File: src/rtl/coef_ld_pkg.sv
package coef_ld_pkg;
  typedef enum logic [1:0] {
    LD_IDLE  = 2'd0,
    LD_FETCH = 2'd1,
    LD_DRAIN = 2'd2
  } ld_state_e;
endpackage

File: src/rtl/cl_rst_sync.sv
module cl_rst_sync #(
  parameter int STAGES = 2
) (
  input  logic clk,
  input  logic rst_n,
  output logic rst_sn
);
  logic [STAGES-1:0] sync_q;

  // asserts at once, releases after STAGES rising edges
  always_ff @(posedge clk or negedge rst_n) begin
    if (!rst_n) sync_q <= '0;
    else        sync_q <= {sync_q[STAGES-2:0], 1'b1};
  end

  assign rst_sn = sync_q[STAGES-1];
endmodule

File: src/rtl/cl_fetch_seq.sv
module cl_fetch_seq
  import coef_ld_pkg::*;
#(
  parameter int DEV_W = 4,
  parameter int RAW   = 8
) (
  input  logic               clk,
  input  logic               rst_sn,
  input  logic               start,
  input  logic [DEV_W-1:0]   dev_idx,
  input  logic               last_wr,
  output logic               rom_rd,
  output logic [DEV_W+RAW-1:0] rom_addr,
  output logic [RAW-1:0]     issue_idx,
  output logic               busy,
  output logic               done
);
  localparam logic [RAW-1:0] IDX_LAST = '1;

  ld_state_e        state_q, state_n;
  logic [RAW-1:0]   cnt_q, cnt_n;
  logic [DEV_W-1:0] dev_q;
  logic             fin_q, fin_n;
  logic             done_q, done_n;

  always_comb begin
    state_n = state_q;
    cnt_n   = cnt_q;
    fin_n   = 1'b0;
    done_n  = 1'b0;
    if (start) begin
      state_n = LD_FETCH;
      cnt_n   = '0;
    end else begin
      fin_n = last_wr;
      case (state_q)
        LD_FETCH: begin
          cnt_n = cnt_q + 1'b1;
          if (cnt_q == IDX_LAST) state_n = LD_DRAIN;
        end
        LD_DRAIN: begin
          if (fin_q) begin
            state_n = LD_IDLE;
            done_n  = 1'b1;
          end
        end
        default: state_n = LD_IDLE;
      endcase
    end
  end

  always_ff @(posedge clk or negedge rst_sn) begin
    if (!rst_sn) begin
      state_q <= LD_IDLE;
      cnt_q   <= '0;
      fin_q   <= 1'b0;
      done_q  <= 1'b0;
    end else begin
      state_q <= state_n;
      cnt_q   <= cnt_n;
      fin_q   <= fin_n;
      done_q  <= done_n;
    end
  end

  always_ff @(posedge clk or negedge rst_sn) begin
    if (!rst_sn)    dev_q <= '0;
    else if (start) dev_q <= dev_idx;
  end

  assign rom_rd    = (state_q == LD_FETCH);
  assign rom_addr  = {dev_q, cnt_q};
  assign issue_idx = cnt_q;
  assign busy      = (state_q != LD_IDLE);
  assign done      = done_q;
endmodule

File: src/rtl/cl_byte_pack.sv
module cl_byte_pack #(
  parameter int RAW    = 8,
  parameter int LAT    = 2,
  parameter int BYTE_W = 8
) (
  input  logic                clk,
  input  logic                rst_sn,
  input  logic                flush,
  input  logic                issue_v,
  input  logic [RAW-1:0]      issue_idx,
  input  logic [BYTE_W-1:0]   rom_data,
  output logic                wr_v,
  output logic [RAW-2:0]      wr_idx,
  output logic [2*BYTE_W-1:0] wr_data,
  output logic                wr_last
);
  // one stage per cycle of ROM latency, each carrying the byte index
  for (genvar k = 0; k < LAT; k++) begin : g_stg
    logic           v_in, v_q;
    logic [RAW-1:0] t_in, t_q;
    if (k == 0) begin : g_head
      assign v_in = issue_v;
      assign t_in = issue_idx;
    end else begin : g_link
      assign v_in = g_stg[k-1].v_q;
      assign t_in = g_stg[k-1].t_q;
    end

    always_ff @(posedge clk or negedge rst_sn) begin
      if (!rst_sn) v_q <= 1'b0;
      else         v_q <= v_in & ~flush;
    end

    always_ff @(posedge clk) begin
      if (v_in) t_q <= t_in;
    end
  end

  logic              arrive;
  logic [RAW-1:0]    arr_tag;
  logic [BYTE_W-1:0] lo_q;

  assign arrive  = g_stg[LAT-1].v_q & ~flush;
  assign arr_tag = g_stg[LAT-1].t_q;

  always_ff @(posedge clk) begin
    if (arrive && !arr_tag[0]) lo_q <= rom_data;
  end

  assign wr_v    = arrive & arr_tag[0];
  assign wr_idx  = arr_tag[RAW-1:1];
  assign wr_data = {rom_data, lo_q};
  assign wr_last = &arr_tag[RAW-1:1];
endmodule

File: src/rtl/cl_write_port.sv
module cl_write_port #(
  parameter int CIDX_W = 7,
  parameter int COEF_W = 16
) (
  input  logic              clk,
  input  logic              rst_sn,
  input  logic              busy,
  input  logic              src_rom,
  input  logic              host_we,
  input  logic [CIDX_W-1:0] host_addr,
  input  logic [COEF_W-1:0] host_data,
  input  logic              rom_wv,
  input  logic [CIDX_W-1:0] rom_widx,
  input  logic [COEF_W-1:0] rom_wdata,
  output logic              cw_en,
  output logic [CIDX_W-1:0] cw_addr,
  output logic [COEF_W-1:0] cw_data
);
  logic host_ok;
  assign host_ok = host_we & ~src_rom & ~busy;

  always_ff @(posedge clk or negedge rst_sn) begin
    if (!rst_sn) cw_en <= 1'b0;
    else         cw_en <= rom_wv | host_ok;
  end

  always_ff @(posedge clk) begin
    if (rom_wv) begin
      cw_addr <= rom_widx;
      cw_data <= rom_wdata;
    end else if (host_ok) begin
      cw_addr <= host_addr;
      cw_data <= host_data;
    end
  end
endmodule

File: src/rtl/coef_loader.sv
module coef_loader #(
  parameter int NUM_COEF = 128,
  parameter int COEF_W   = 16,
  parameter int DEV_W    = 4,
  parameter int ROM_LAT  = 2
) (
  input  logic                             clk,
  input  logic                             rst_n,
  input  logic                             src_rom,
  input  logic [DEV_W-1:0]                 dev_idx,
  input  logic                             reload_req,
  input  logic                             host_we,
  input  logic [$clog2(NUM_COEF)-1:0]      host_addr,
  input  logic [COEF_W-1:0]                host_data,
  output logic                             rom_rd,
  output logic [DEV_W+$clog2(NUM_COEF):0]  rom_addr,
  input  logic [COEF_W/2-1:0]              rom_data,
  output logic                             cw_en,
  output logic [$clog2(NUM_COEF)-1:0]      cw_addr,
  output logic [COEF_W-1:0]                cw_data,
  output logic                             busy,
  output logic                             done
);
  localparam int CIDX_W = $clog2(NUM_COEF);
  localparam int RAW    = CIDX_W + 1;
  localparam int BYTE_W = COEF_W / 2;

  logic rst_sn;
  logic boot_q;
  logic start;

  logic              wr_v, wr_last;
  logic [CIDX_W-1:0] wr_idx;
  logic [COEF_W-1:0] wr_data;
  logic [RAW-1:0]    issue_idx;

  cl_rst_sync #(.STAGES(2)) u_rsync (
    .clk(clk), .rst_n(rst_n), .rst_sn(rst_sn)
  );

  // set by reset, cleared at the first edge after release
  always_ff @(posedge clk or negedge rst_sn) begin
    if (!rst_sn)     boot_q <= 1'b1;
    else if (boot_q) boot_q <= 1'b0;
  end

  assign start = src_rom & (boot_q | reload_req);

  cl_fetch_seq #(.DEV_W(DEV_W), .RAW(RAW)) u_seq (
    .clk(clk), .rst_sn(rst_sn), .start(start), .dev_idx(dev_idx),
    .last_wr(wr_v & wr_last), .rom_rd(rom_rd), .rom_addr(rom_addr),
    .issue_idx(issue_idx), .busy(busy), .done(done)
  );

  cl_byte_pack #(.RAW(RAW), .LAT(ROM_LAT), .BYTE_W(BYTE_W)) u_pack (
    .clk(clk), .rst_sn(rst_sn), .flush(start), .issue_v(rom_rd),
    .issue_idx(issue_idx), .rom_data(rom_data), .wr_v(wr_v),
    .wr_idx(wr_idx), .wr_data(wr_data), .wr_last(wr_last)
  );

  cl_write_port #(.CIDX_W(CIDX_W), .COEF_W(COEF_W)) u_wport (
    .clk(clk), .rst_sn(rst_sn), .busy(busy), .src_rom(src_rom),
    .host_we(host_we), .host_addr(host_addr), .host_data(host_data),
    .rom_wv(wr_v), .rom_widx(wr_idx), .rom_wdata(wr_data),
    .cw_en(cw_en), .cw_addr(cw_addr), .cw_data(cw_data)
  );
endmodule

File: config.mk
export PLATFORM = sky130hd
export DESIGN_NAME = coef_loader
export DESIGN_NICKNAME = d
export VERILOG_FILES = /design/src/rtl/coef_ld_pkg.sv /design/src/rtl/cl_rst_sync.sv /design/src/rtl/cl_fetch_seq.sv /design/src/rtl/cl_byte_pack.sv /design/src/rtl/cl_write_port.sv /design/src/rtl/coef_loader.sv
export SDC_FILE = /design/constraint.sdc
export NUM_CORES = 1
export LEC_CHECK = 0
export BUFFER_PORTS_ARGS = -buffer_cell sky130_fd_sc_hd__buf_2
export CAP_MARGIN = 25
export CORE_ASPECT_RATIO = 1.2
export CORE_MARGIN = 2
export CORE_UTILIZATION = 41
export DETAILED_ROUTE_END_ITERATION = 8
export PLACE_DENSITY_LB_ADDON = 0.25
export SLEW_MARGIN = 30
export SYNTH_ARGS = -nofsm -noshare
export SYNTH_HDL_FRONTEND = slang
export SYNTH_SLANG_ARGS = --single-unit
export TNS_END_PERCENT = 30
File: constraint.sdc
create_clock -name clk -period 1.25 [get_ports clk]
set_input_delay 0.0625 -clock clk [delete_from_list [all_inputs] [get_ports clk]]
set_output_delay 0.0625 -clock clk [all_outputs]
set_load 0.02 [all_outputs]
==> out/metrics.csv, run 1 <==
stage,metric,value,unit
status,status,"finished, violations left",
status,failed_checks,setup timing,
synth,synth_warnings,0,
synth,synth_area_leader_cell,edfxtp_1,
global_routing,grt_pass1_wl,8200,um
routing,wl_per_cell,14.2,um
worst_setup_path,crit_arrival,1580,ps
sta,slew_viol_final,0,
die,boundaryPins,79,
global_routing,grt_max_degree,25,
global_routing,grt_antenna_before_repair,0,
finish,n_antenna_cell,0,
worst_setup_path,slowest_delay,560,ps
routing,wirelength,5400,um
synth,async_reset_ff_frac,0.319,
routing,antenna_left,0,
finish,synthToLayoutAreaGrowth,45.9,%
clock_tree,h-tree-depth,3,
die,core_area,0.00641,mm^2
worst_setup_path,crit_buf_inv,1,
worst_setup_path,cpMaxStageDelayCell,dfstp_2,
die,start_util,0.423,
die,rows,32,
sta,finalHoldViolations,0,
synth,synthTopCellsByArea,"edfxtp_1, dfrtp_1, mux2_4",
finish,drive_above_1_share,0.557,
placed_design,portBuffers,78,
placed_design,place_ws,-234,ps
sta,finalClockSkew,4.01,ps
worst_setup_path,cp-end-kind,register,
routing,vias_per_cell,4.59,
synth,synth_flop_cell,edfxtp_1,
finish,fin_nets,333,
sta,timing.hold.ws,25.1,ps
synth,syn_area,0.00271,mm^2
routing,dr.pass1.iters,4,
sta,setup_viol,63,
finish,final_cell_count_no_fill,381,
worst_setup_path,crit_family,flip-flops,
worst_setup_path,crit_required,1330,ps
worst_setup_path,r2r_cells,4,
synth,synth_most_common_cell,edfxtp_1,
routing,vias,1748,
die,die_area,0.00728,mm^2
worst_setup_path,r2r_end,u_wport.cw_addr[6],
pwr,p_per_area,1290,mW/mm^2
finish,nFillCells,503,
job,cap_violations,0,
pwr,leakagePower,0.00177,uW
sta,period_share,1.20,
pwr,ir_drop,0.989,mV
placed_design,dp_hpwl,3570,um
clock_tree,clk_pin_slew,60,ps
clock_tree,clk_path_buf_depth,2,
synth,synth_edf_count,47,
synth,syn_nets,202,
synth,synth_common_cells,"edfxtp_1, dfrtp_1, mux2_4",
synth,ys_seq_area_frac,0.725,
die,die_h,93.0,um
clock_tree,cts_buffers,9,
synth,synthCells,161,
worst_setup_path,crit_fanout,6,
global_routing,grt.overflow.total,0,
clock_tree,tritoncts,yes,
routing,drc,0,
global_routing,grt_pass1_vias,1763,
sta,fin_tns_setup,-10770,ps
sta,period_minus_slack,1500,ps
routing,dr.first_iter.drc_count,155,
worst_setup_path,r2r_start,boot_q,
synth,syn_area_per_cell,16.8,um^2
sta,setup_ws,-251,ps
worst_hold_path,hold_path_class,in2async,
synth,ys_ff_latch,69,
synth,synth_top_area_frac,0.521,
sta,rsz0062_at_grt,yes,
placed_design,placedCellCount,349,
clock_tree,clk_latency,330,ps
placed_design,gp_congestion,0.758,
worst_setup_path,worstPathCellList,o21ai_4 -> nand3_4 -> clkbuf_16 -> mux2_4,
sta,timing.fmax,0.666,GHz
finish,utilization,0.617,
global_routing,track_usage,0.152,
worst_setup_path,crit_type,reg2reg,
die,dieWidth,78.2,um
worst_setup_path,rrSetupSlack,-250,ps
synth,yosysUniqueCellTypes,33,
clock_tree,root_buffer,clkbuf_8,
clock_tree,cts_sinks,69,
worst_setup_path,start_kind,register,
==> metrics by stage <==
stage                     area (um^2)  power, uW
after floorplan                  2720       3060
after global routing             3950       5320
final                            3950       5100
after global placement           3470       3350
after detailed placement         3470       3360
after CTS                        3850       5120
==> timing repair <==
action / in CTS / in global routing
endpoints found under the hold margin: 14 / 0
endpoints found under the setup margin: 63 / 64
buffers inserted: 2 / 0
gates cloned: 0 / 2
hold buffers: 13 / 0
pin swaps: 13 / 4
resized for setup: 16 / 13
==> registers in the layout, summed over array words and instances, names as in the netlist, 2 cells and up <==
register,count
u_seq.issue_idx,8
u_pack.lo_q,8
u_seq.state_q,2
u_pack.arr_tag,8
u_pack.g_stg.v_q,2
u_seq.dev_q,4
u_pack.g_stg.t_q,8
u_wport.cw_data,16
u_wport.cw_addr,7
u_rsync.sync_q,2
==> per-layer routing <==
layer	track usage	share of wire
met1	0.169	0.41
met3	0.0376	0.060
met5	0	0
met4	0.0906	0.024
met2	0.263	0.51
==> cell usage in the layout (no fill, tap or decap), types with 4 or more instances in the layout <==
cell / Yosys / routed
buf_2: 1 / 76
edfxtp_1: 47 / 47
mux2_4: 18 / 23
buf_4: 0 / 21
dfrtp_1: 21 / 20
nand2_1: 16 / 15
dlygate4sd3_1: 0 / 13
clkbuf_8: 0 / 10
nor2_1: 6 / 6
buf_6: 2 / 6
buf_12: 0 / 5
a21oi_2: 0 / 4
==> cells by family (layout without fill, tap and decap cells) <==
group	count (synthesis)	in the layout	synth area share
AO/OA/AOI/OAI	15	15	0.0356
XOR/XNOR	2	2	0.00647
adder cells (fa/ha/maj)	1	1	0.00462
buffers and inverters	5	140	0.0129
flip-flops	69	69	0.725
multiplexers	24	24	0.124
other	2	2	0.00277
AND/OR/NAND/NOR	43	43	0.0887
==> cell type report <==
class	count	area (um^2)	share of cell area
Sequential cell	69	1960	0.497
Clock buffer	13	149	0.0377
Clock inverter	2	33.8	0.00855
Multi-Input combinational cell	87	792	0.200
Timing Repair Buffer	124	901	0.228
Inverter	1	6.26	0.00158
Tap cell	85	106	0.0269
==> power breakdown <==
group,internal (uW),leakage (uW),switching [uW]
combinational,369,0.000934,326
sequential,2620,0.000743,75.3
clock,962,0.0000911,749
total,3950,0.00177,1150
==> how the worst max path moves through the flow <==
stage	slack, ps	depth (start not counted)	start	to
6_report	-250	4	boot_q	u_wport.cw_addr[6]
5_1_grt	-280	4	boot_q	u_wport.cw_addr[6]
4_1_cts	-240	4	boot_q	u_wport.cw_data[15]
3_5_place_dp	-230	4	boot_q	u_wport.cw_data[15]
3_3_place_gp	-210	4	boot_q	u_wport.cw_addr[6]
2_1_floorplan	-290	2	u_seq.state_q[0]	u_wport.cw_addr[0]
(Power assumes the default switching activity.)
==> inputs of run 2 (changes only) <==
==> constraint.sdc (replaced) <==
create_clock -name clk -period 1.25 [get_ports clk]
set_input_delay 0.3125 -clock clk [delete_from_list [all_inputs] [get_ports clk]]
set_output_delay 0.3125 -clock clk [all_outputs]
set_load 0.02 [all_outputs]
==> run 2 against run 1 <==
The flow still finishes with violations (setup timing). Non-clock buffer count is 11 lower. Critical path depth shrank 1. Wire length is 4.1% lower. Largest power group unchanged. Clock skew increased by 4.0 ps. Cell area down 3.3%. Clock power down 4%. Hold slack better by 140 ps. Die area unchanged. Sequential share of layout area increased by 1.6 points. Critical endpoint is now busy. Core utilization is 2.0 points lower.
==> out/metrics.csv, run 2 (synthesis gave the netlist of run 1 again) <==
stage,metric,value,unit,change
worst_setup_path,slowest_delay,410,ps,-150 ps
global_routing,grt_pass1_wl,7930,um,-3.3%
finish,nFillCells,534,,+6.2%
die,rows,32,,unchanged
sta,timing.fmax,0.648,GHz,-2.7%
die,core_area,0.00641,mm^2,unchanged
clock_tree,root_buffer,clkbuf_8,,
clock_tree,clk_pin_slew,70,ps,about the same
sta,setup_ws,-292,ps,-41.5 ps
clock_tree,cts_buffers,9,,unchanged
status,failed_checks,setup timing,,
worst_setup_path,crit_arrival,1230,ps,-350 ps
global_routing,grt.overflow.total,0,,unchanged
finish,n_antenna_cell,0,,unchanged
global_routing,grt_max_degree,25,,unchanged
placed_design,gp_congestion,0.761,,+0.33%
job,cap_violations,0,,unchanged
sta,setup_viol,70,,+11%
worst_setup_path,worstPathCellList,buf_6 -> or2_4 -> buf_6,,
status,status,"finished, violations left",,
worst_hold_path,hold_path_class,reg2async,,
die,start_util,0.423,,unchanged
finish,final_cell_mix,"buf_2, edfxtp_1, mux2_4",,
worst_setup_path,start_kind,register,,
global_routing,grt_pass1_vias,1712,,-2.9%
die,boundaryPins,79,,unchanged
routing,dr.first_iter.drc_count,75,,-52%
worst_setup_path,cpMaxStageDelayCell,dfrtp_1,,
finish,largest_register_ffs,16,,unchanged
clock_tree,cts_sinks,69,,unchanged
worst_setup_path,crit_required,940,ps,-390 ps
worst_setup_path,cpMostUsedCell,buf_6,,
clock_tree,clk_path_buf_depth,2,,unchanged
routing,wl_per_cell,14.0,um,-1.5%
finish,fin_nets,322,,-3.3%
sta,period_minus_slack,1540,ps,+41.5 ps
die,die_h,93.0,um,unchanged
die,dieWidth,78.2,um,unchanged
routing,antenna_left,0,,unchanged
routing,wirelength,5180,um,-4.1%
sta,period_share,1.23,,+0.0332
finish,utilization,0.597,,-0.0201
finish,drive_above_1_share,0.580,,+0.0230
worst_setup_path,crit_fanout,4,,-2
placed_design,dp_hpwl,3660,um,+2.3%
clock_tree,tritoncts,yes,,
sta,finalClockSkew,8.00,ps,+3.99 ps
global_routing,grt_antenna_before_repair,0,,unchanged
die,die_area,0.00728,mm^2,unchanged
sta,rsz0062_at_grt,yes,,
finish,largest-register,u_wport.cw_data,,
sta,finalHoldViolations,0,,unchanged
clock_tree,clk_latency,330,ps,about the same
global_routing,track_usage,0.147,,-0.00514
placed_design,portBuffers,78,,unchanged
pwr,ir_drop,0.934,mV,-5.6%
clock_tree,h-tree-depth,3,,unchanged
routing,vias,1728,,-1.1%
pwr,leakagePower,0.00171,uW,-3.5%
routing,drc,0,,unchanged
sta,timing.hold.ws,170,ps,+145 ps
routing,dr.pass1.iters,4,,unchanged
routing,vias_per_cell,4.66,,+1.5%
pwr,p_per_area,1310,mW/mm^2,+1.2%
worst_setup_path,cp-end-kind,output pin,,
worst_setup_path,crit_type,reg2out,,
finish,synthToLayoutAreaGrowth,41.2,%,
sta,slew_viol_final,0,,unchanged
finish,final_common_cell,buf_2,,
run 2: stage by stage:
stage          cell area [um^2]  TNS [ps]  cells  power, uW  setup WS [ps]
6_report                   3820    -12630    371       5000           -292
3_3_place_gp               3430    -11050    349       3340           -208
5_1_grt                    3820    -16430    371       5210           -354
4_1_cts                    3780    -13440    371       5040           -316
3_5_place_dp               3430    -11590    349       3350           -231
2_1_floorplan              2720    -13840    161       3060           -289
run 2: cell type report:
cell class                 instances  area, um^2  share of cell area
clock buffer                      15         176              0.0461
clock inverter                     1        5.00             0.00131
inverter                           1        6.26             0.00164
multi-input combinational         87         776               0.203
sequential                        69        1960               0.513
tap                               85         106              0.0278
timing repair buffer             113         791               0.207
run 2: power by group:
group	internal, uW	switching [uW]	leakage, uW
Combinational	344	319	0.000869
Sequential	2620	74.6	0.000744
Clock	884	753	0.0000937
run 2: worst max-delay path, delay by kind of cell, from the launching register on:
family,cells,cell delay (ps)
flops,1,410
buf+inv,2,260
simple gates,1,230
run 2: repair_timing:
action | CTS | global route
gates resized for setup | 32 | 13
buffers inserted | 4 | 0
cloned | 1 | 0
setup endpoints to repair | 77 | 82
pin swaps | 11 | 1
endpoints found under the hold margin | 2 | 0
hold buffers | 1 | 0
run 2: metal layers:
| metal | vias to the layer above | wire, um | track usage |
|---|---|---|---|
| li1 | 839 | - | - |
| met1 | 820 | 2170 | 0.171 |
| met3 | 8 | 284 | 0.0367 |
| met4 | 0 | 87 | 0.0848 |
| met5 | - | 0 | 0 |
| met2 | 61 | 2630 | 0.246 |
run 2: path summary, 6_finish.rpt:
check                                        from                 end  slack [ps]  cells after the start
max in group asynchronous       u_rsync.sync_q[1]              boot_q         830                      1
worst min-delay path            u_rsync.sync_q[1]  u_seq.issue_idx[0]         170                      1
worst max-delay path             u_seq.state_q[1]                busy        -290                      3
worst max register to register   u_seq.state_q[1]  u_wport.cw_data[8]        -290                      5
worst min register to register  u_rsync.sync_q[1]  u_seq.issue_idx[0]         170                      1
min in group clk                      rom_data[4]      u_pack.lo_q[4]         170                      1
==> inputs of run 3 (changes only) <==
--- a/config.mk
+++ b/config.mk
@@ -16,4 +16,3 @@
 export SYNTH_ARGS = -nofsm -noshare
 export SYNTH_HDL_FRONTEND = slang
 export SYNTH_SLANG_ARGS = --single-unit
-export TNS_END_PERCENT = 30
==> constraint.sdc (replaced) <==
create_clock -name clk -period 1.4 [get_ports clk]
set_input_delay 0.35 -clock clk [delete_from_list [all_inputs] [get_ports clk]]
set_output_delay 0.35 -clock clk [all_outputs]
set_load 0.02 [all_outputs]
==> run 3 against run 2 <==
The flow still finishes with violations (setup timing). Largest power group unchanged. Setup slack gained 150 ps. Core utilization shrank 0.53 points. Sequential power fell by 10%. Non-clock buffer count is 2 higher. Wire length fell by 2.9%.
==> out/metrics.csv, run 3 (synthesis gave the netlist of run 1 again) <==
stage,metric,value,unit,change
die,die_h,93.0,um,unchanged
worst_setup_path,crit_type,reg2out,,
die,core_area,0.00641,mm^2,unchanged
die,dieWidth,78.2,um,unchanged
finish,drive_above_1_share,0.573,,-0.00750
placed_design,portBuffers,78,,unchanged
job,cap_violations,0,,unchanged
die,boundaryPins,79,,unchanged
clock_tree,h-tree-depth,3,,unchanged
finish,final_cell_mix,"buf_2, edfxtp_1, mux2_4",,
routing,wirelength,5030,um,-2.9%
clock_tree,root_buffer,clkbuf_8,,
finish,utilization,0.592,,-0.00527
worst_setup_path,crit_required,1050,ps,+110 ps
sta,finalHoldViolations,0,,unchanged
routing,antenna_left,0,,unchanged
clock_tree,cts_buffers,9,,unchanged
worst_hold_path,hold_path_class,reg2async,,
sta,setup_viol,52,,-26%
global_routing,track_usage,0.144,,-0.00326
sta,rsz0062_at_grt,yes,,
pwr,total_power,4290,uW,-14%
finish,final_cell_count_no_fill,373,,+0.54%
finish,final_common_cell,buf_2,,
routing,vias,1736,,+0.46%
worst_setup_path,start_kind,register,,
placed_design,placedCellCount,342,,-2.0%
routing,dr.pass1.iters,4,,unchanged
routing,vias_per_cell,4.65,,about the same
clock_tree,tritoncts,yes,,
clock_tree,clk_latency,320,ps,about the same
clock_tree,cts_sinks,69,,unchanged
placed_design,dp_hpwl,3560,um,-2.8%
die,rows,32,,unchanged
finish,synthToLayoutAreaGrowth,39.9,%,
clock_tree,clk_path_buf_depth,2,,unchanged
clock_tree,clk_pin_slew,70,ps,about the same
routing,wl_per_cell,13.5,um,-3.4%
pwr,ir_drop,0.686,mV,-27%
global_routing,grt_pass1_wl,7870,um,-0.78%
status,status,"finished, violations left",,
die,die_area,0.00728,mm^2,unchanged
routing,dr.first_iter.drc_count,82,,+9.3%
status,failed_checks,setup timing,,
global_routing,grt.overflow.total,0,,unchanged
finish,largest-register,u_wport.cw_data,,
sta,period_share,1.10,,
routing,drc,0,,unchanged
placed_design,gp_congestion,0.742,,-2.5%
worst_setup_path,crit_fanout,5,,+1
worst_setup_path,crit_arrival,1190,ps,-40 ps
pwr,leakagePower,0.00170,uW,-0.23%
pwr,p_per_area,1130,mW/mm^2,-13%
sta,period_minus_slack,1540,ps,
finish,fin_nets,324,,+0.62%
die,start_util,0.423,,unchanged
sta,timing.fmax,0.648,GHz,
global_routing,grt_antenna_before_repair,0,,unchanged
finish,n_antenna_cell,0,,unchanged
global_routing,grt_pass1_vias,1633,,-4.6%
finish,largest_register_ffs,16,,unchanged
sta,slew_viol_final,0,,unchanged
global_routing,grt_max_degree,17,,-32%
sta,setup_ws,-143,ps,+149 ps
sta,finalClockSkew,4.69,ps,-3.31 ps
worst_setup_path,cp-end-kind,output pin,,
## run 3: cell types whose count changed in the layout (fill, tap and decap cells not counted), moves of 3 or more
cell / before / now
dfrtp_2: 0 / 3
dfrtp_1: 21 / 18
buf_6: 18 / 11
buf_2: 69 / 76
buf_12: 2 / 5
clkbuf_8: 12 / 9
## run 3: per-stage QoR
step | setup TNS (ps) | setup slack, ps | hold slack, ps | cell area (um^2)
after global placement | -4890 | -116 | 87.2 | 3410
after CTS | -4620 | -161 | 95.1 | 3790
after detailed placement | -5670 | -129 | 88.7 | 3410
after global routing | -5980 | -191 | 110 | 3790
after floorplan | -4000 | -139 | 54.4 | 2750
final | -3460 | -143 | 84.4 | 3790
## run 3: final timing paths
| path | from | depth (start not counted) | to | slack (ps) |
|---|---|---|---|---|
| hold reg to reg | u_rsync.sync_q[1] | 0 | u_seq.dev_q[2] | 80 |
| hold / removal | u_rsync.sync_q[1] | 0 | u_seq.dev_q[2] | 80 |
| setup reg to reg | boot_q | 5 | u_wport.cw_addr[2] | -100 |
| min in group clk | rom_data[6] | 1 | u_pack.lo_q[6] | 220 |
| max in group asynchronous | u_rsync.sync_q[1] | 1 | u_seq.issue_idx[0] | 850 |
| setup / recovery | u_seq.state_q[1] | 4 | rom_rd | -140 |
## run 3: area by class of cell
cell class / instances / area (um^2)
Clock inverter: 3 / 13.8
Fill cell: 536 / 2620
Timing Repair Buffer: 115 / 787
Inverter: 1 / 6.26
Multi-Input combinational cell: 87 / 771
Clock buffer: 13 / 139
Sequential cell: 69 / 1970
Tap cell: 85 / 106
## run 3: timing repair
action,CTS,global route
gates cloned,1,0
endpoints found under the hold margin,2,0
hold buffers,1,0
pin swaps,3,1
resized for setup,22,7
setup buffers,13,3
endpoints found under the setup margin,26,63
## run 3: worst max-delay path, stage by stage (launching register included)
cell and delay (ps):
dfrtp_1 430, nand2b_4 170, buf_6 120, inv_4 40, buf_6 100
## run 3: power breakdown
part | internal (uW) | switching (uW) | leakage, uW
Clock | 634 | 653 | 0.0000788
Combinational | 313 | 275 | 0.000883
Sequential | 2340 | 74.2 | 0.000741
Total | 3290 | 1000 | 0.00170
## run 3: metal layers
| metal | GRT usage | vias up | share of wire | routed length [um] |
|---|---|---|---|---|
| met5 | 0 | - | 0 | 0 |
| met4 | 0.0585 | 0 | 0.014 | 72 |
| met3 | 0.0434 | 7 | 0.064 | 321 |
| met2 | 0.245 | 62 | 0.53 | 2660 |
| met1 | 0.170 | 830 | 0.39 | 1970 |
| li1 | - | 837 | - | - |
